File: config.mk
export PLATFORM = sky130hd
export DESIGN_NAME = pulse_limit_monitor
export DESIGN_NICKNAME = d
export VERILOG_FILES = /design/src/rtl/plm_pkg.sv /design/src/rtl/plm_ram.sv /design/src/rtl/plm_engine.sv /design/src/rtl/plm_status.sv /design/src/rtl/pulse_limit_monitor.sv
export SDC_FILE = /design/constraint.sdc
export NUM_CORES = 1
export LEC_CHECK = 0
export ABC_AREA = 1
export BUFFER_PORTS_ARGS = -buffer_cell sky130_fd_sc_hd__clkbuf_2
export CAP_MARGIN = 20
export CORE_ASPECT_RATIO = 0.6
export CORE_UTILIZATION = 50
export CTS_BUF_LIST = sky130_fd_sc_hd__clkbuf_8 sky130_fd_sc_hd__clkbuf_16
export DETAILED_ROUTE_END_ITERATION = 7
export PLACE_DENSITY = 0.67
export SKIP_LAST_GASP = 1
export SLEW_MARGIN = 0
export SYNTH_ARGS = -nofsm -noshare
export SYNTH_HDL_FRONTEND = slang
export SYNTH_SLANG_ARGS = --single-unit
File: constraint.sdc
create_clock -name clk -period 2.9 [get_ports clk]
set_input_delay 0.29 -clock clk [delete_from_list [all_inputs] [get_ports clk]]
set_output_delay 0.29 -clock clk [all_outputs]
set_load 0.005 [all_outputs]
File: src/rtl/plm_pkg.sv
package plm_pkg;
  typedef enum logic [1:0] {
    CMD_PROG  = 2'd0,
    CMD_ERASE = 2'd1,
    CMD_RESET = 2'd2,
    CMD_NOP   = 2'd3
  } cmd_e;

  typedef enum logic [2:0] {
    ST_IDLE,
    ST_LOAD,
    ST_PULSE,
    ST_CHECK,
    ST_ERASE,
    ST_FAIL
  } state_e;

  localparam int TOG_BIT  = 6;
  localparam int FAIL_BIT = 5;
endpackage

File: src/rtl/plm_ram.sv
module plm_ram #(
  parameter int DW = 8,
  parameter int AW = 3
) (
  input  logic          clk,
  input  logic          we,
  input  logic [AW-1:0] waddr,
  input  logic [DW-1:0] wdata,
  input  logic          re,
  input  logic [AW-1:0] raddr,
  output logic [DW-1:0] q
);
  localparam int DEPTH = 1 << AW;

  logic [DW-1:0] mem [DEPTH];

  always_ff @(posedge clk) begin
    if (we) mem[waddr] <= wdata;
  end

  always_ff @(posedge clk) begin
    if (re) q <= mem[raddr];
  end
endmodule

File: src/rtl/plm_engine.sv
module plm_engine #(
  parameter int DW    = 8,
  parameter int AW    = 3,
  parameter int LIMIT = 12
) (
  input  logic          clk,
  input  logic          rst,
  input  logic          cmd_valid,
  input  logic [1:0]    cmd_op,
  input  logic [AW-1:0] cmd_addr,
  input  logic [DW-1:0] cmd_data,
  input  logic [DW-1:0] ram_q,
  output logic          ram_re,
  output logic [AW-1:0] ram_raddr,
  output logic          ram_we,
  output logic [AW-1:0] ram_waddr,
  output logic [DW-1:0] ram_wdata,
  output logic          busy,
  output logic          fail,
  output logic          pgm_active
);
  import plm_pkg::*;

  localparam int CW = $clog2(LIMIT + 2);
  localparam logic [AW-1:0] LAST = AW'((1 << AW) - 1);

  state_e        st;
  logic [CW-1:0] cnt;
  logic [AW-1:0] addr_q;
  logic [AW-1:0] ptr;
  logic [DW-1:0] data_q;
  logic [DW-1:0] word_q;

  always_comb begin
    ram_re    = (st == ST_LOAD);
    ram_raddr = addr_q;
    ram_we    = (st == ST_PULSE) || (st == ST_ERASE);
    ram_waddr = (st == ST_ERASE) ? ptr : addr_q;
    ram_wdata = (st == ST_ERASE) ? '1 : (ram_q & data_q);
  end

  assign busy       = (st != ST_IDLE);
  assign fail       = (st == ST_FAIL);
  assign pgm_active = (st == ST_LOAD) || (st == ST_PULSE) || (st == ST_CHECK);

  always_ff @(posedge clk) begin
    if (rst) begin
      st     <= ST_IDLE;
      cnt    <= '0;
      ptr    <= '0;
      addr_q <= '0;
      data_q <= '0;
      word_q <= '0;
    end else begin
      case (st)
        ST_IDLE: begin
          if (cmd_valid && cmd_op == CMD_PROG) begin
            addr_q <= cmd_addr;
            data_q <= cmd_data;
            cnt    <= '0;
            st     <= ST_LOAD;
          end else if (cmd_valid && cmd_op == CMD_ERASE) begin
            ptr <= '0;
            cnt <= '0;
            st  <= ST_ERASE;
          end
        end
        ST_LOAD:  st <= ST_PULSE;
        ST_PULSE: begin
          word_q <= ram_q & data_q;
          cnt    <= cnt + 1'b1;
          st     <= ST_CHECK;
        end
        ST_CHECK: begin
          if (word_q == data_q)              st <= ST_IDLE;
          else if (int'(cnt) >= LIMIT)       st <= ST_FAIL;
          else                               st <= ST_LOAD;
        end
        ST_ERASE: begin
          cnt <= cnt + 1'b1;
          ptr <= ptr + 1'b1;
          if (ptr == LAST)                   st <= ST_IDLE;
          else if (int'(cnt) + 1 >= LIMIT)   st <= ST_FAIL;
        end
        ST_FAIL: begin
          if (cmd_valid && cmd_op == CMD_RESET) st <= ST_IDLE;
        end
        default: st <= ST_IDLE;
      endcase
    end
  end
endmodule

File: src/rtl/plm_status.sv
module plm_status #(
  parameter int DW = 8
) (
  input  logic          clk,
  input  logic          rst,
  input  logic          rd_req,
  input  logic          busy,
  input  logic          fail,
  output logic          rd_valid,
  output logic          is_stat,
  output logic [DW-1:0] stat_word
);
  import plm_pkg::*;

  logic          tog;
  logic [DW-1:0] next_word;

  always_comb begin
    next_word           = '0;
    next_word[TOG_BIT]  = tog;
    next_word[FAIL_BIT] = fail;
  end

  always_ff @(posedge clk) begin
    if (rst) begin
      rd_valid  <= 1'b0;
      is_stat   <= 1'b0;
      stat_word <= '0;
      tog       <= 1'b0;
    end else begin
      rd_valid <= rd_req;
      if (rd_req) begin
        is_stat <= busy;
        if (busy) begin
          stat_word <= next_word;
          tog       <= ~tog;
        end
      end
    end
  end
endmodule

File: src/rtl/pulse_limit_monitor.sv
module pulse_limit_monitor #(
  parameter int DW    = 8,
  parameter int AW    = 3,
  parameter int LIMIT = 12
) (
  input  logic          clk,
  input  logic          rst,
  input  logic          cmd_valid,
  input  logic [1:0]    cmd_op,
  input  logic [AW-1:0] cmd_addr,
  input  logic [DW-1:0] cmd_data,
  input  logic          rd_req,
  input  logic [AW-1:0] rd_addr,
  output logic          rd_valid,
  output logic [DW-1:0] rd_data,
  output logic          busy
);
  logic          eng_re;
  logic [AW-1:0] eng_raddr;
  logic          ram_we;
  logic [AW-1:0] ram_waddr;
  logic [DW-1:0] ram_wdata;
  logic [DW-1:0] ram_q;
  logic          eng_fail;
  logic          eng_pgm;
  logic          is_stat;
  logic [DW-1:0] stat_word;

  plm_engine #(.DW(DW), .AW(AW), .LIMIT(LIMIT)) u_eng (
    .clk        (clk),
    .rst        (rst),
    .cmd_valid  (cmd_valid),
    .cmd_op     (cmd_op),
    .cmd_addr   (cmd_addr),
    .cmd_data   (cmd_data),
    .ram_q      (ram_q),
    .ram_re     (eng_re),
    .ram_raddr  (eng_raddr),
    .ram_we     (ram_we),
    .ram_waddr  (ram_waddr),
    .ram_wdata  (ram_wdata),
    .busy       (busy),
    .fail       (eng_fail),
    .pgm_active (eng_pgm)
  );

  plm_ram #(.DW(DW), .AW(AW)) u_ram (
    .clk   (clk),
    .we    (ram_we),
    .waddr (ram_waddr),
    .wdata (ram_wdata),
    .re    (busy ? eng_re : rd_req),
    .raddr (busy ? eng_raddr : rd_addr),
    .q     (ram_q)
  );

  plm_status #(.DW(DW)) u_stat (
    .clk       (clk),
    .rst       (rst),
    .rd_req    (rd_req),
    .busy      (busy),
    .fail      (eng_fail),
    .rd_valid  (rd_valid),
    .is_stat   (is_stat),
    .stat_word (stat_word)
  );

  assign rd_data = is_stat ? stat_word : ram_q;
endmodule

# After elaboration in Yosys (flattened, before gate mapping)
# Memories as Yosys holds them, arrays and structs flattened. A register that Yosys moved wholly into a read port is not among the register bits.
# Cells that the tools add are included.
[classes]
n_reduce_logical = 15
bitwise_logic = 2
add_sub_neg = 3
magnitude_cmp = 2
n_mux = 21
n_eq_ne = 14
[ops]
columns = ["operator", "n"]
rows = [
  ["3-bit two-way mux", 11],
  ["32-bit by 5-bit greater-or-equal comparator with 1-bit output (second input constant)", 1],
  ["3-bit one-hot mux with 6 select lines", 1],
  ["8-bit two-way mux", 2],
  ["3-bit equality test (second input constant)", 3],
  ["8-bit AND", 1],
  ["8-bit equality test", 1],
  ["4-bit two-way mux", 2],
  ["4-bit one-hot mux with 2 select lines", 1],
  ["3-bit by 2-bit equality test with 1-bit output (second input constant)", 2],
  ["3-bit one-hot mux with 2 select lines", 1],
  ["2-bit AND reduction", 3],
  ["3-bit AND reduction", 2],
  ["4-bit by 1-bit adder with 5-bit output (second input constant)", 1],
  ["4-bit by 1-bit adder with 4-bit output (second input constant)", 1],
  ["4-bit greater-or-equal comparator (second input constant)", 1],
  ["2-bit inequality test (second input constant)", 2],
  ["2-bit nonzero test", 2],
  ["3-bit by 1-bit adder with 3-bit output (second input constant)", 1],
  ["3-bit by 1-bit equality test with 1-bit output (second input constant)", 1],
  ["1-bit logical AND", 3],
  ["3-bit logical NOT", 1],
  ["1-bit two-way mux", 3],
  ["3-bit by 1-bit inequality test with 1-bit output (second input constant)", 1],
  ["9 further kinds", 9],
]
[totals]
ramBits = 64
ff_bits = 34
mem_count = 1
input_bits = 20
output_inout_bits = 10
[memory_table]
columns = ["memory", "words", "width", "read_ports", "rd_clocked_by_memory_dff", "write_ports", "line", "text"]
rows = [
  ["u_ram.mem", 8, 8, 1, 1, 1, "plm_ram.sv:15", "logic [DW-1:0] mem [DEPTH];"],
]

# Longest topological paths before layout
# Gate-level depths: netlist (run 1).
[logic_depth]
ltp_word = 5
ltp_mapped = 11
depth_no_buf = 10

# By module
# A second synthesis (run 1) with hierarchy kept.
[unflattened]
hier_cells = 578
area_unflattened_um2 = 4957.3
[modules_own_cells]
columns = ["mod", "area_each_um2", "n_inst", "cells_per_inst"]
rows = [
  ["plm_ram", 3130.5, 1, 303],
  ["plm_engine", 1460.2, 1, 209],
  ["plm_status", 212.7, 1, 27],
  ["pulse_limit_monitor", 153.9, 1, 39],
]

# Worst setup path before layout (run 1)
# Ideal clock, no wire load.
[synth_timing]
kind = "register -> register"
startpoint = "register u_eng.st[1]"
endpoint = "memory u_ram.mem[2][0] (enable)"
required_ns = 2.530
arrival_ns = 1.665
path_stages_with_launch = 8
setup_time_ns = 0.370
slack_ns = 0.865
path_cell_list = "dfxtp_1 inv_1 nor3_4 inv_1 nand2_1 inv_1 or2_2 nor2_1"
[synth_between]
elab_chain_cells = 4
elab_cells_between_ends = 6
classes_between = "eq/ne: 2; mux: 3; reduce/logical: 1"
[synth_rtl]
columns = ["item", "line", "text"]
rows = [
  ["from (decl)", "plm_engine.sv:27", "state_e st;"],
  ["3-bit by 2-bit equality test with 1-bit output / 3-bit equality test (equally long branches)", "plm_engine.sv:37, plm_engine.sv:38", ""],
  ["1-bit logical OR", "plm_engine.sv:37", "ram_we = (st == ST_PULSE) || (st == ST_ERASE);"],
  ["1-bit two-way mux", "plm_ram.sv:18", "if (we) mem[waddr] <= wdata;"],
  ["1-bit two-way mux (not written as such)", "plm_ram.sv:18", ""],
  ["to (decl)", "plm_ram.sv:15", ""],
]
# Parallel ways exist; a longest one is shown, timed or not.

# Final worst setup path (run 1)
[layout_timing]
startpoint = "register u_eng.st[0]"
endpoint = "memory u_ram.mem[3][6] (enable)"
# The elaborated chain is that of the path after synthesis.

==> impl_metrics.yaml, run 1 <==
synthesis:
  ys_ff_latch: 106
  syn_area_per_cell_um2: 9.31
  synthArstFlopShare_pct: 0
  yosysUniqueCellTypes: 29
  synthesis.area_um2: 4650
  yosysWarnings: 0
  yosysSeqAreaShare_pct: 61.1
  synth-main-ff-cell: "edfxtp_1"
  synth_nets: 523
  synth-edff-count: 72
  synthCells: 500
worst_setup_path:
  startpoint_type: "register"
  cp_data_arrival_time_ns: 2.34
  end_kind: "register"
  path_class: "reg -> reg"
  path_max_fanout: 11
  worst-endpoint-required_ns: 2.88
timing:
  worst_pin_slew_ns: 0.752
  finalClockSkew_ns: 0.00503
  max_freq_ghz: 0.423
  setup_viol: 0
  maxSlewHeadroom_pct: 49.8
  slew_viol_final: 0
  whs_ns: 0.169
  rsz0062_at_grt: "no"
  setup_ws_ns: 0.537
  hold_violations: 0
  finalCritPeriodShare_pct: 81.5
  period_needed_ns: 2.36
  fin_tns_setup_ns: 0
clocking:
  cts.sinks: 106
  postCtsSetupRepairBufs: 0
  cts.htree.levels: 3
  clk_pin_slew_ns: 0.07
  clkLatencyLatePin_ns: 0.35
  cts_inserted_buffers: 9
  clock_tree.root_cell: "clkbuf_16"
  holdBufCountCts: 0
  cts-resized-gates: 0
  cts_tree: "done"
  clk_path_buf_depth: 2
floorplan:
  die_h_um: 76.7
  io_pins: 30
  placementRows: 26
  coreArea_um2: 8750
  die_x_um: 127
  die_area_um2: 9710
  initial_utilization_pct: 53.2
cells_and_area:
  final_util_pct: 59.7
  syn2layout_area_growth_pct: 12.2
  num_antenna_cells: 0
  drive_gt1_share_pct: 11.9
  instances_no_fill: 650
  fin_nets: 556
  stdcell_area_um2: 5220
placement:
  detailed_place_hpwl_mm: 7.54
  gp_congestion: 0.886
  port_buffers: 29
  placed_area_um2: 4930
  dp_cells: 634
  preCtsSetupSlack_ns: 0.517
grt:
  grt_pass1_vias: 3186
  grt_max_degree: 34
  track_usage_pct: 23.5
  antenna_found_initial: 0
  grt_pass1_wl_mm: 16.7
  gr-total-overflow: 0
drt:
  ant_nets: 0
  vias: 3371
  finalWirelength_mm: 10.5
  drt_iter0_markers: 313
  drc: 0
  avgRoutedWirePerCell_um: 16.1
  via_per_inst: 5.19
  drt-pass1-iter-count: 5
power:
  ir_worst_vdd_mv: 0.470
  total_power_mw: 5.15
  power_density_nw_per_um2: 986
  p_leak_nw: 2.25
hold_path:
  hp-class: "in -> reg"
outcome:
  run_status: "finished clean"
job:
  drv_cap: 0
[area by class of cell]
class                           count  area (um^2)
Clock buffer                        9          225
Clock inverter                      7         67.6
Fill cell                         763         3530
Inverter                           78          293
Multi-Input combinational cell    300         1440
Sequential cell                   106         2840
Tap cell                          112          140
Timing Repair Buffer               38          213
[synth_stat cells, types with 3 or more instances]
| cell | instances | area [um^2] |
|---|---|---|
| a21oi_1 | 29 | 145 |
| buf_2 | 9 | 45.0 |
| clkbuf_1 | 5 | 18.8 |
| dfxtp_1 | 34 | 681 |
| edfxtp_1 | 72 | 2160 |
| ha_1 | 3 | 37.5 |
| inv_1 | 76 | 285 |
| nand2_1 | 143 | 537 |
| nand3_1 | 3 | 15.0 |
| nor2_1 | 32 | 120 |
| nor3_1 | 3 | 15.0 |
| o211ai_1 | 17 | 128 |
| o21ai_0 | 35 | 175 |
| o21ai_1 | 15 | 75.1 |
| xnor2_1 | 4 | 35.0 |
[layout by cell type (no fill, tap or decap), types with 3 or more instances in the layout]
cell,synthesis,final
buf_4,2,9
edfxtp_1,72,72
dfxtp_1,34,34
clkbuf_16,0,9
o21ai_1,15,15
ha_1,3,3
clkbuf_2,0,29
o21ai_0,35,35
o211ai_1,17,17
nand3_1,3,3
xnor2_1,4,4
inv_1,76,76
nor2_1,32,32
nand2_1,143,143
a21oi_1,29,29
nor3_1,3,3
[report_power, final]
group	leakage [nW]	internal, mW	switching (mW)
logic	1.17	0.514	1.24
registers	0.943	2.04	0.138
clock network	0.137	0.667	0.543
[per-layer routing]
layer | global-route usage [%] | vias to the layer above | share of wire (%)
met4 | 7.95 | 0 | 1.4
met3 | 4.47 | 13 | 5.3
met2 | 32.6 | 71 | 41
met5 | 0 | - | 0
met1 | 36.3 | 1593 | 52
li1 | - | 1694 | -
[state kept, by name, summed over array words and instances (netlist names), 3 cells and up]
register	cells
u_eng.word_q	8
u_eng.data_q	8
u_ram.q	8
u_eng.ptr	3
u_ram.mem	64
u_eng.st	3
u_eng.cnt	4
u_eng.ram_raddr	3
[worst paths after layout]
kind / start / end / slack [ns] / cells after the start
max: u_eng.st[0] / u_ram.mem[3][6] / 0.54 / 6
min: cmd_data[2] / u_eng.data_q[2] / 0.17 / 3
max reg2reg: u_eng.st[0] / u_ram.mem[3][6] / 0.54 / 6
min reg2reg: u_stat.tog / u_stat.tog / 0.48 / 1
[cell families (layout without fill, tap and decap cells)]
kind of cell	count (synthesis)	count (layout)	synth area share (%)
buffers and inverters	94	132	7.99
xor gates and xnor gates	5	5	0.941
DFF	106	106	61.1
AOI/OAI and AO/OA	104	104	12.8
muxes	2	2	0.484
adders and majority gates	3	3	0.807
and+or+nand+nor	186	186	15.9
[critical path, cell delays in order, from the launching register on]
cell and delay [ns]:
dfxtp_1 0.37, nor2_4 0.17, nand2_1 0.19, buf_4 0.24, o21ai_0 0.33, nand2_1 0.13
nor2_1 0.57
(Power assumes the default switching activity.)
==> run 2: changes to the inputs <==
Settings changed: ABC_AREA 1 to 0.
Clock period 2.9 ns to 2.2 ns, I/O delays scaled along.
==> impl_metrics.yaml, run 2 <==
synthesis:
  synthesis.area_um2: 4570
  yosysUniqueCellTypes: 41
  yosysSeqAreaShare_pct: 62.2
  synth-edff-count: 72
  synth.most_common_cell: "edfxtp_1"
  synth-main-ff-cell: "edfxtp_1"
  syn_area_per_cell_um2: 12.6
  synthArstFlopShare_pct: 0
  synth_area_leaders: "edfxtp_1 (47%), dfxtp_1 (15%), mux2i_1 (7.4%), nand2_1 (3.2%), a21oi_1 (3.0%)"
  synthTopCellsByCount: "edfxtp_1 (72), nand2_1 (39), dfxtp_1 (34), mux2i_1 (34), a21oi_1 (27)"
  ys_ff_latch: 106
  synth.largest_area_cell: "edfxtp_1"
  synth_top_area_share_pct: 47.3
  synth_nets: 387
  yosysWarnings: 0
  synthCells: 364
cells_and_area:
  stdcell_area_um2: 5260
  largest_register: "u_ram.mem"
  largest_reg_flops: 64
  drive_gt1_share_pct: 18.7
  syn2layout_area_growth_pct: 15.1
  final_cell_mix: "edfxtp_1 (72), nand2_1 (39), mux2i_1 (34), dfxtp_1 (34), clkbuf_2 (29)"
  num_antenna_cells: 0
  fin_nets: 435
  mostFrequentLayoutCell: "edfxtp_1"
  nFillCells: 684
placement:
  detailed_place_hpwl_mm: 6.80
  preCtsSetupSlack_ns: 0.108
  port_buffers: 29
  placed_area_um2: 4950
  gp_congestion: 0.883
worst_setup_path:
  path_max_fanout: 32
  startpoint_type: "register"
  crit_chain: "nor3_4 -> mux2i_4 -> buf_12 -> mux2i_1 -> mux4_2 -> inv_1"
  cpPeakStageDelay_ns: 0.36
  path_class: "reg -> reg"
  worst-endpoint-required_ns: 2.31
  critPathSlowestCell: "dfxtp_1"
  cp_data_arrival_time_ns: 2.22
  end_kind: "register"
  rrSetupSlack_ns: 0.08
power:
  ir_worst_vdd_mv: 0.510
  p_leak_nw: 2.11
  power_density_nw_per_um2: 1230
clocking:
  clkLatencyLatePin_ns: 0.34
  cts.sinks: 106
  clk_path_buf_depth: 2
  cts_inserted_buffers: 9
  clk_pin_slew_ns: 0.06
  cts_tree: "done"
  holdBufCountCts: 0
  cts.htree.levels: 3
  clock_tree.root_cell: "clkbuf_16"
drt:
  drt-pass1-iter-count: 4
  via_per_inst: 5.61
  vias: 2966
  ant_nets: 0
  avgRoutedWirePerCell_um: 18.4
  drt_iter0_markers: 246
  drc: 0
  finalWirelength_mm: 9.74
grt:
  gr-usage-met2_pct: 29.6
  track_usage_pct: 22.1
  use_met1_pct: 34.5
  antenna_found_initial: 0
  grt_pass1_vias: 2756
  grt_pass1_wl_mm: 15.5
  busiest_layer: "met1"
  gr-total-overflow: 0
  grt_max_degree: 35
  groute.layer.met3.usage_pct: 5.69
hold_path:
  hp-class: "in -> reg"
floorplan:
  coreArea_um2: 8690
  io_pins: 30
  placementRows: 26
  die_x_um: 125
  die_h_um: 76.1
  die_area_um2: 9540
  initial_utilization_pct: 52.6
timing:
  finalClockSkew_ns: 0.00453
  setup_ws_ns: 0.0837
  period_needed_ns: 2.12
  max_freq_ghz: 0.473
  worst_pin_slew_ns: 0.682
  fin_tns_setup_ns: 0
  setup_viol: 0
  finalCritPeriodShare_pct: 96.2
  hold_violations: 0
  slew_viol_final: 0
  maxSlewHeadroom_pct: 54.6
  rsz0062_at_grt: "no"
outcome:
  run_status: "finished clean"
job:
  drv_cap: 0
[run 2: cell types whose count changed after synthesis, sizes merged, moves of 7 or more]
cell	before	now
buf	11	4
inv	78	13
nand2	144	39
nand3	3	23
nor2b	0	11
o211ai	17	0
o21ai	53	4
mux4	0	8
xor2	1	9
clkbuf	5	13
mux2i	0	36
nor2	33	24
[run 2: layout make-up]
cell class	count	area, um^2	area share, %
Clock buffer	10	239	4.54
Inverter	13	48.8	0.927
Clock inverter	6	53.8	1.02
Timing Repair Buffer	54	345	6.56
Tap cell	112	140	2.66
Multi-Input combinational cell	228	1590	30.2
Sequential cell	106	2840	54.0
[run 2: metal layers]
metal / part of all wire [%] / routed length, um
met3: 6.9 / 673
met5: 0 / 0
met4: 1.2 / 112
met1: 50 / 4870
met2: 42 / 4080
[run 2: cell families after synthesis]
logic type                 after synthesis  synth area share [%]
and+or+nand+nor                        117                  12.2
muxes                                   46                  13.1
xor gates and xnor gates                10                  1.92
DFF                                    106                  62.2
AOI/OAI and AO/OA                       52                  6.73
adders and majority gates                3                 0.821
buffers and inverters                   30                  3.12
[run 2: worst paths after layout]
path / startpoint / to / cells after the start
setup / recovery: u_eng.st[1] / u_ram.q[4] / 6
hold / removal: cmd_data[1] / u_eng.data_q[1] / 3
setup reg to reg: u_eng.st[1] / u_ram.q[4] / 6
hold reg to reg: u_stat.stat_word[6] / u_stat.stat_word[6] / 2
[run 2: what timing repair did]
item	4_1_cts	5_1_grt
endpoints found under the setup margin	0	22
gates resized for setup	0	2
setup buffers	0	2
[run 2: critical path, delay by kind of cell, from the launching register on]
kind          cells  cell delay, ns
mux               3            0.89
buf+inv           2            0.30
simple gates      1            0.32
flops             1            0.36
[run 2: where the power goes]
| part | switching (mW) | internal [mW] |
|---|---|---|
| Clock | 0.662 | 0.899 |
| Sequential | 0.180 | 2.63 |
| Combinational | 1.20 | 0.888 |
| Total | 2.04 | 4.42 |
[run 2: through the flow]
| step | instances | util (%) | hold WS [ns] | power, mW |
|---|---|---|---|---|
| after global routing | 529 | 60.6 | 0.112 | 6.78 |
| after detailed placement | 511 | 57.0 | 0.456 | 4.88 |
| after floorplan | 364 | - | 0.316 | 4.17 |
| after global placement | 511 | 57.0 | 0.454 | 4.84 |
| final | 529 | 60.6 | 0.103 | 6.46 |
| after CTS | 527 | 60.3 | 0.0946 | 6.45 |
==> run 3: changes to the inputs <==
Settings changed: CORE_UTILIZATION 50 to 51, PLACE_DENSITY 0.67 to 0.68.
==> impl_metrics.yaml, run 3 (same netlist as run 2, synthesis figures left out) <==
grt:
  grt_pass1_vias: 2811
  gr-usage-met2_pct: 32.0
  gr-total-overflow: 0
  track_usage_pct: 22.2
  groute.layer.met3.usage_pct: 5.55
  antenna_found_initial: 0
  grt_max_degree: 35
  use_met1_pct: 33.7
  busiest_layer: "met1"
  grt_pass1_wl_mm: 15.2
cells_and_area:
  mostFrequentLayoutCell: "edfxtp_1"
  instances_no_fill: 530
  largest_reg_flops: 64
  syn2layout_area_growth_pct: 14.8
  num_antenna_cells: 0
  largest_register: "u_ram.mem"
  drive_gt1_share_pct: 19.4
  nFillCells: 716
  final_cell_mix: "edfxtp_1 (72), nand2_1 (39), mux2i_1 (34), dfxtp_1 (34), clkbuf_2 (29)"
  fin_nets: 436
drt:
  via_per_inst: 5.64
  avgRoutedWirePerCell_um: 18.1
  drc: 0
  vias: 2990
  ant_nets: 0
  finalWirelength_mm: 9.57
  drt-pass1-iter-count: 4
  drt_iter0_markers: 267
timing:
  fin_tns_setup_ns: 0
  hold_violations: 0
  setup_viol: 0
  max_freq_ghz: 0.475
  finalCritPeriodShare_pct: 95.7
  worst_pin_slew_ns: 0.733
  whs_ns: 0.110
  setup_ws_ns: 0.0949
  period_needed_ns: 2.11
  slew_viol_final: 0
  finalClockSkew_ns: 0.00632
  rsz0062_at_grt: "no"
  maxSlewHeadroom_pct: 51.1
hold_path:
  hold_depth: 3
  holdPathEnd: "u_eng.ram_raddr[0]"
  hp-class: "in -> reg"
  hold_start: "cmd_addr[0]"
clocking:
  clock_tree.root_cell: "clkbuf_16"
  holdBufCountCts: 0
  cts_inserted_buffers: 9
  cts_tree: "done"
  clk_path_buf_depth: 2
  cts.htree.levels: 3
  clk_pin_slew_ns: 0.07
  cts.sinks: 106
  clkLatencyLatePin_ns: 0.34
floorplan:
  die_h_um: 75.3
  coreArea_um2: 8590
  placementRows: 26
  die_area_um2: 9360
  die_x_um: 124
  initial_utilization_pct: 53.2
  io_pins: 30
worst_setup_path:
  critPathSlowestCell: "mux4_1"
  end_kind: "register"
  ff2ff_path_depth: 6
  rrSetupSlack_ns: 0.09
  worstReg2RegEnd: "u_ram.q[3]"
  cpPeakStageDelay_ns: 0.57
  path_max_fanout: 17
  rr_startpoint: "u_eng.st[2]"
  cp_data_arrival_time_ns: 2.32
  worst-endpoint-required_ns: 2.42
  path_class: "reg -> reg"
  crit_chain: "nor3_4 -> buf_6 -> mux2i_2 -> buf_4 -> mux4_1 -> inv_1"
  startpoint_type: "register"
placement:
  gp_congestion: 0.881
  dp_cells: 512
  port_buffers: 29
  preCtsSetupSlack_ns: 0.0335
  detailed_place_hpwl_mm: 6.67
job:
  drv_cap: 0
power:
  power_density_nw_per_um2: 1210
  p_leak_nw: 2.09
  ir_worst_vdd_mv: 0.729
outcome:
  run_status: "finished clean"
## run 3: how the worst max path moves through the flow
stage,startpoint,endpoint,slack (ns),cells past startpoint
finish,u_eng.st[2],u_ram.q[3],0.09,6
global route,u_eng.st[2],u_ram.q[7],0.0009,6
floorplan,u_eng.st[0],u_ram.q[0],0.05,5
global placement,u_eng.st[2],u_ram.q[1],0.14,6
detailed placement,u_eng.st[2],u_ram.q[3],0.03,6
CTS,u_eng.st[2],u_ram.q[3],0.03,6
## run 3: per-stage QoR
stage / total power, mW / cell area, um^2 / util (%)
after floorplan: 4.17 / 4570 / -
after global placement: 4.82 / 4960 / 57.7
after detailed placement: 4.88 / 4960 / 57.7
after CTS: 6.32 / 5230 / 60.8
after global routing: 6.65 / 5250 / 61.1
final: 6.34 / 5250 / 61.1
## run 3: report_power, final
group,internal (mW),total [mW],switching (mW)
registers,2.63,2.80,0.173
clock network,0.763,1.46,0.694
logic,0.889,2.08,1.19
## run 3: cell type report
type / count / area, um^2 / area share [%]
repair buffers: 55 / 357 / 6.80
inverters: 13 / 48.8 / 0.930
flip-flops and latches: 106 / 2840 / 54.2
clock buffers: 9 / 225 / 4.29
multi-input cells: 228 / 1590 / 30.3
clock inverters: 7 / 43.8 / 0.835
well taps: 112 / 140 / 2.67
## run 3: routing by layer
layer / share of wire (%) / vias to the layer above
met1: 53 / 1476
met2: 42 / 74
li1: - / 1432
met4: 0.86 / 0
met5: 0 / -
met3: 4.8 / 8
## run 3: timing repair
item / in CTS / in global routing
gates resized for setup: 0 / 2
setup buffers: 0 / 2
hold endpoints to repair: 0 / 0
endpoints found under the setup margin: 0 / 13
## run 3: worst max-delay path, delay by kind of cell (launching register included)
kind | cells | cell delay [ns]
simple gates | 1 | 0.29
buf+inv | 3 | 0.54
mux | 2 | 0.79
flops | 1 | 0.35
